$ cat src/rtl/gpio_debounce.sv
module gpio_debounce #(
  parameter int SYNC_STAGES = 2,
  parameter int EXP_W       = 3
) (
  input  logic             clk,
  input  logic             rst_n,
  input  logic             ms_tick,
  input  logic             pin_in,
  input  logic             db_en,
  input  logic [EXP_W-1:0] db_exp,
  output logic             pin_filt
);

  localparam int MAX_EXP = (1 << EXP_W) - 1;
  localparam int CNT_W   = MAX_EXP + 2;
  localparam int FILL_W  = $clog2(SYNC_STAGES + 2);

  logic [SYNC_STAGES-1:0] sync_q;
  logic [FILL_W-1:0]      fill_q;
  logic [EXP_W:0]         cfg_q;
  logic [CNT_W-1:0]       cnt_q;
  logic [CNT_W-1:0]       period;
  logic [CNT_W-1:0]       cnt_nxt;
  logic                   pin_s;
  logic                   primed;
  logic                   cfg_chg;

  assign pin_s   = sync_q[SYNC_STAGES-1];
  assign primed  = (fill_q == FILL_W'(SYNC_STAGES + 1));
  assign cfg_chg = (cfg_q != {db_en, db_exp});
  assign period  = CNT_W'(1) << db_exp;
  assign cnt_nxt = cnt_q + CNT_W'(1);

  always_ff @(posedge clk or negedge rst_n) begin
    if (!rst_n) begin
      sync_q   <= '0;
      fill_q   <= '0;
      cfg_q    <= '0;
      cnt_q    <= '0;
      pin_filt <= 1'b0;
    end else begin
      sync_q <= {sync_q[SYNC_STAGES-2:0], pin_in};
      cfg_q  <= {db_en, db_exp};
      if (!primed) begin
        if (fill_q == FILL_W'(SYNC_STAGES)) pin_filt <= pin_s;
        fill_q <= fill_q + FILL_W'(1);
      end else if (cfg_chg) begin
        cnt_q <= '0;
      end else if (!db_en) begin
        pin_filt <= pin_s;
        cnt_q    <= '0;
      end else if (pin_s == pin_filt) begin
        cnt_q <= '0;
      end else if (ms_tick) begin
        if (cnt_nxt == period) begin
          pin_filt <= pin_s;
          cnt_q    <= '0;
        end else begin
          cnt_q <= cnt_nxt;
        end
      end
    end
  end

  logic             ps_q;
  logic [CNT_W:0]   chk_q;

  always_ff @(posedge clk or negedge rst_n) begin
    if (!rst_n) begin
      ps_q  <= 1'b0;
      chk_q <= '0;
    end else begin
      ps_q <= pin_s;
      if (pin_s != ps_q)        chk_q <= {{CNT_W{1'b0}}, ms_tick};
      else if (cfg_chg)         chk_q <= '0;
      else if (ms_tick && !(&chk_q)) chk_q <= chk_q + 1'b1;
    end
  end

  a_r1_follow_sample: assert property (@(posedge clk) disable iff (!rst_n)
    ($past(primed) && pin_filt != $past(pin_filt)) |-> pin_filt == $past(pin_s));

  a_r4_move_on_tick: assert property (@(posedge clk) disable iff (!rst_n)
    ($past(primed) && $past(db_en) && pin_filt != $past(pin_filt)) |-> $past(ms_tick));

  a_r2_full_window: assert property (@(posedge clk) disable iff (!rst_n)
    ($past(primed) && $past(db_en) && pin_filt != $past(pin_filt))
      |-> chk_q >= {1'b0, $past(period)});

  a_r5_cfg_hold: assert property (@(posedge clk) disable iff (!rst_n)
    ($past(primed) && $past({db_en, db_exp}) != $past({db_en, db_exp}, 2))
      |-> pin_filt == $past(pin_filt));

  always @(negedge clk) begin
    if (!rst_n) a_r6_reset_low: assert (pin_filt == 1'b0);
  end

endmodule

$ cat config.mk
export PLATFORM = sky130hd
export DESIGN_NAME = gpio_debounce
export DESIGN_NICKNAME = d
export VERILOG_FILES = /design/src/rtl/gpio_debounce.sv
export SDC_FILE = /design/constraint.sdc
export NUM_CORES = 1
export LEC_CHECK = 0
export ABC_CLOCK_PERIOD_IN_PS = 6200
export BUFFER_PORTS_ARGS = -buffer_cell sky130_fd_sc_hd__buf_2
export CORE_MARGIN = 2
export CORE_UTILIZATION = 64
export DETAILED_ROUTE_END_ITERATION = 8
export HOLD_SLACK_MARGIN = 0.08
export PLACE_DENSITY_LB_ADDON = 0.15
export SETUP_SLACK_MARGIN = 0.3
export SLEW_MARGIN = 0
export SYNTH_ARGS = -nofsm -noshare
export SYNTH_HDL_FRONTEND = slang
export SYNTH_SLANG_ARGS = --single-unit
$ cat constraint.sdc
create_clock -name clk -period 6.2 [get_ports clk]
set_clock_uncertainty 0.1 [all_clocks]
set_input_delay 0.31 -clock clk [delete_from_list [all_inputs] [get_ports clk]]
set_output_delay 0.31 -clock clk [all_outputs]
set_load 0.005 [all_outputs]
; ---- After elaboration in Yosys (flattened, before gate mapping)
; Index checks and enable logic that the tools add are counted.
[op_classes]
reduce_logical = 3
shift = 1
muxes = 12
eq_ne = 10
addsub = 2
[ops]
columns = cell, count
row1 = $mux 9, 5
row2 = $add 9x1->9 const B, 1
row3 = $eq 9x9->1, 1
row4 = $shl 1x3->9 const A, 1
row5 = $mux 1, 7
row6 = $ne 3x3->1 const B, 2
row7 = $reduce_and 5->1, 1
row8 = $eq 2x2->1 const B, 2
row9 = $ne 4x2->1 const B, 1
row10 = $ne 4x4->1, 1
row11 = $ne 3x2->1 const B, 1
row12 = $add 2x1->2 const B, 1
row13 = $ne 2x2->1 const B, 1
row14 = $reduce_and 2->1, 1
row15 = $reduce_bool 2->1, 1
row16 = $eq 1x1->1, 1
[totals]
output_inout_bits = 1
register_bits = 18

; ---- Depth between registers and ports, before layout
[depth]
depth_word = 8
ltp_mapped = 10

; ---- Worst setup path before layout
; No wires, ideal clock.
[synth_timing]
path_type = flip-flop to flip-flop
start = register cnt_q[0]
end = register pin_filt
path_buffers = 1
slack_ns = 3.831
path_stages_with_launch = 10
t_arrival_ns = 2.144
period_less_slack_ns = 2.369
cell_sequence = dfrtp_1 > ha_1 > buf_2 > nand3_1 > xnor2_1 > nor2_1 > a211oi_1 > nor3_1 > o21ai_0 > mux2_2
[synth_via]
elab_chain_cells = 4
[synth_lines]
columns = item, line
row1 = start: declaration, 21  ; logic [CNT_W-1:0] cnt_q;
row2 = start signal: assignment, 59  ; cnt_q <= cnt_nxt;
row3 = $add 9x1->9, 32  ; assign cnt_nxt = cnt_q + CNT_W'(1);
row4 = $eq 9x9->1, 55  ; if (cnt_nxt == period) begin
row5 = $ne 3x2->1 (no source line), --
row6 = $reduce_and 5->1 (no source line), --
row7 = end signal: assignment, 45  ; if (fill_q == FILL_W'(SYNC_STAGES)) pin_filt <= pin_s;
row8 = end signal: assignment, 50  ; pin_filt <= pin_s;
row9 = end signal: assignment, 56  ; pin_filt <= pin_s;
row10 = end: declaration, 11  ; output logic pin_filt
; Every way passes these cells.
; A chain may end at the register's enable or synchronous reset.

; ---- Final worst setup path
[layout_timing]
start = register cnt_q[0]
end = register cnt_q[2]
[layout_via]
elab_chain_cells = 7
[layout_lines]
columns = item, line
row1 = $add 9x1->9 *, 32
row2 = $eq 9x9->1, 55
row3 = $mux 9 *, 55
row4 = $mux 9 *, 54  ; end else if (ms_tick) begin
row5 = $mux 9 *, 52  ; end else if (pin_s == pin_filt) begin
row6 = $mux 9 *, 49  ; end else if (!db_en) begin
row7 = $mux 9 *, 47  ; end else if (cfg_chg) begin
; Every way passes the cells marked *; elsewhere a longest branch is shown, timed or not. The select of a mux whose other input is x is not followed.

==> results list <==
* Outcome: complete, no violations
* Relative max-transition margin: 60.3%
- The worst setup path is captured at a register.
- Startpoint class of the critical path: register
- Clock-pin slew was measured on the worst setup and hold paths at 90 ps.
- Buffers added to address setup during post-CTS repair amount to 0.
* Most used cells in the layout excluding fill and tap cells: 18 x sky130_fd_sc_hd__dfrtp_1, 16 x sky130_fd_sc_hd__nand2_1, 11 x sky130_fd_sc_hd__o21ai_0
- DR vias/cell: 6.28
- Critical path class: reg2reg
* FF-to-FF path depth: 8
- Yosys top cell area share: 33.0%
* Achievable frequency: 364 MHz
- Final setup violation count: 0
- Of the total synthesized cell area, the portion taken by XOR and XNOR cells is 7.06%.
* Via count of the first global-routing pass: 1031
- The signal on the critical path passes through ha_1 > nand2_1 > or4b_1 > a21oi_1 > o32ai_1 > o31ai_4 > o21bai_1 > a21o_1.
* Number of CTS-inserted buffers: 3
- Share of layout cells above drive strength 1: 11.9%
* Worst hold-check path type: in2reg
- The congestion estimate from routability-driven global placement came to 0.988.
* Area enclosed by the die boundary: 0.00252 mm2
- Synthesis inferred 18 register bits.
* Number of buffers and inverters on the critical path: 0
* Simple logic cell fraction of the synthesized area: 29.4%
- Leakage power: 0.000591 uW
- Main combinational cell family by area after synthesis: simple AND/OR/NAND/NOR gates
- The routed design has 2740 um of wire.
- Clock latency reported for the late side of the worst-skew pair: 320 ps
- Ys Warns: 0
- The finished cells cover 0.00143 mm2.
- Excluding fillers, the count of instances in the completed layout stands at 186.
* DIE WIDTH: 50.2 um
* Cells after Synth: 156
- The detailed router placed 1169 vias in this run.
* Area post-placement: 0.00137 mm2
* Number of H-tree levels: 1
* Ranking of synthesized cells by area: sky130_fd_sc_hd__dfrtp_1 33%, sky130_fd_sc_hd__xor2_1 4.5%, sky130_fd_sc_hd__nand2_1 4.4%
- Clock Power Share: 32.8%
- The cell family contributing the most delay on the critical path is compound AO/OA/AOI/OAI gates.
- Prior to clock tree synthesis, the placed netlist has a worst setup slack of 3500 ps.
- TritonCTS built the clock tree.
- Once detailed placement completed, the half-perimeter wirelength came to 1910 um.
- The most critical setup path has its endpoint at cnt_q[2].
* Antenna Nets Post-Route: 0
* Initial Util: 68.9%
- Counting every sink on the clock net gives 18.
- Wire length per cell after detailed routing: 14.7 um
- The count of final max-slew check failures is 0.
- Commonest non-fill, non-tap cell in the layout: sky130_fd_sc_hd__dfrtp_1
- Of the synthesized area, sequential elements account for 33.0%.
* Aggregate negative setup slack: 0 ps
- For this run, design rule violations remaining after detail routing come to 0.
* Final net count: 171
- Library cell occupying the most area in the post-synthesis netlist: sky130_fd_sc_hd__dfrtp_1
- Pin count of the biggest net entering global routing: 19
- The die is 50.2 um tall.
* Area added between synthesis and finish: 4.86%
- Per report_power, the sequential group accounts for 53.9% of the total.
- Yosys cell types: 47
- Crit. path cell count: 8
- The initial antenna violation count came to 0.
- Measured on the finished design, the core utilization comes to 72.2%.
- Fraction of synthesized area in multiplexers: 0.825%
- After clock tree synthesis, the repair step resized 0 gates.
- Among all stages on the critical path, the largest delay is contributed by sky130_fd_sc_hd__or4b_1.
- In this run the power density over the cells is 162 mW/mm2.
- At the worst endpoint, the required time is 6300 ps.
- Minimum period implied by the final worst setup slack: 2750 ps
* Worst setup slack for register-to-register paths: 3450 ps
- Transition at the pin with the smallest max-transition slack: 591 ps
- The mapped netlist covers 0.00137 mm2.
- Port buffering added 8 buffers.
* Internal power contribution: 172 uW
- In this run the power spent charging and discharging nets is 60.3 uW.
- The first global-routing pass estimated 4590 um of wire.
- 9 I/O pins were placed.
- Setup repair after global routing left no endpoint under its margin.
- Number of failing hold endpoints at the final stage: 0
* End of the worst register-to-register path: cnt_q[2]
* Adder-cell share of the synthesized area: 2.75%
- Net switching share of the total power: 26.0%
* Worst Setup SP: cnt_q[0]
- Max-cap violations in this run came to 0.
- The floorplan step defined a core boundary enclosing 0.00198 mm2.
* Number of antenna repair diodes: 0
- In this run the critical register-to-register path is launched from cnt_q[0].
- The average instance in the mapped netlist occupies 8.75 um2.
* Highest ir drop seen on vdd: 0.189 mV
- Total GRT Usage: 23.9%
* Max incr delay on CP: 510 ps
- Total grt overflow: 0
- Placed cells: 179
- DRT iter0 DRCs: 47
- Final worst-path setup slack: 3450 ps
* Synth Net Count: 167
- Power share of the combinational group: 13.4%
- In this run the core area contains 16 standard-cell rows.
- Clock root buffer: sky130_fd_sc_hd__clkbuf_4
* Max Fanout on Critical Path: 11
- CP arrival: 2850 ps
* Number of detailed-route iterations in the first pass: 4
* Area fraction in compound gates after synthesis: 20.4%
- The worst path uses 44.3% of the clock period.
* Max Root-Sink Buffers: 2
-- kinds of logic (layout without fill, tap and decap cells) --
| logic type | after synthesis | in the layout |
|---|---|---|
| flops | 18 | 18 |
| buf+inv | 16 | 19 |
| fa+ha+maj | 3 | 3 |
| simple gates | 67 | 67 |
| compound gates | 40 | 40 |
| xor+xnor | 11 | 11 |
| mux | 1 | 1 |
-- repair_timing --
item	4_1_cts	5_1_grt
endpoints found under the setup margin	0	0
hold buffers	3	0
endpoints found under the hold margin	20	0
-- layer usage --
layer	share of wire (%)	global-route usage, %
met3	6.9	5.36
met5	0	0
met4	0.62	5.56
met2	48	38.6
met1	44	32.6
-- cell type report --
type                       instances  area, um2
multi-input combinational        122        826
fill                             141        551
sequential                        18        450
timing repair buffer              11       70.1
clock buffer                       4       36.3
tap                               27       33.8
inverter                           4       15.0
-- worst min-delay path by stage --
stage / start / endpoint / slack (ps) / cells after the start
finish: db_exp[1] / cfg_q[1] / 150 / 1
global route: db_exp[1] / cfg_q[1] / 150 / 1
CTS: db_exp[1] / cfg_q[1] / 150 / 1
detailed placement: rst_n / fill_q[1] / 160 / 1
global placement: rst_n / fill_q[0] / 150 / 1
floorplan: rst_n / cfg_q[0] / -90 / 0
-- sequential cells by signal, indices dropped and copies added (netlist names) --
name / flops
cnt_q: 9
cfg_q: 4
fill_q: 2
pin_filt: 1
sync_q: 2
-- power by group through the flow --
stage          combinational [uW]  sequential (uW)  clock (uW)
2_1_floorplan                18.7              127           0
3_3_place_gp                 28.4              127           0
3_5_place_dp                 29.8              127           0
4_1_cts                      31.2              125        76.2
5_1_grt                      34.1              126        78.9
6_report                     31.1              125        76.0
-- through the flow --
stage / power [uW] / hold slack [ps]
finish: 232 / 150
CTS: 233 / 147
global route: 239 / 153
global placement: 155 / 149
floorplan: 146 / -85.6
detailed placement: 157 / 155
-- synth_stat cells, drive strengths merged --
library cell  count
nand4             5
nor3b             1
nor2b             4
dfrtp            18
or4b              2
and4              1
o2bb2ai           2
nor4              3
a32o              1
mux2              1
o211ai            2
a21o              5
xor2              7
and2              1
nor3              6
and3              3
or3               3
nand3             6
xnor2             4
o21ai            12
o32ai             1
a211oi            3
clkbuf            1
o21a              1
nor4b             1
or4               1
ha                3
a21bo             1
or2               2
o21bai            4
nor2              2
nand2            16
and3b             1
o31ai             1
inv               4
nor4bb            2
nand4b            1
a21oi             6
o2111ai           1
buf              11
nand3b            4
nand2b            2
-- worst reg2reg max path, cell delays in order, from the launching register on --
cell and delay [ps]:
sky130_fd_sc_hd__dfrtp_1 470, sky130_fd_sc_hd__ha_1 340, sky130_fd_sc_hd__nand2_1 200, sky130_fd_sc_hd__or4b_1 510
sky130_fd_sc_hd__a21oi_1 150, sky130_fd_sc_hd__o32ai_1 130, sky130_fd_sc_hd__o31ai_4 440, sky130_fd_sc_hd__o21bai_1 110
sky130_fd_sc_hd__a21o_1 190
No activity file was read; power rests on OpenSTA's default activity.
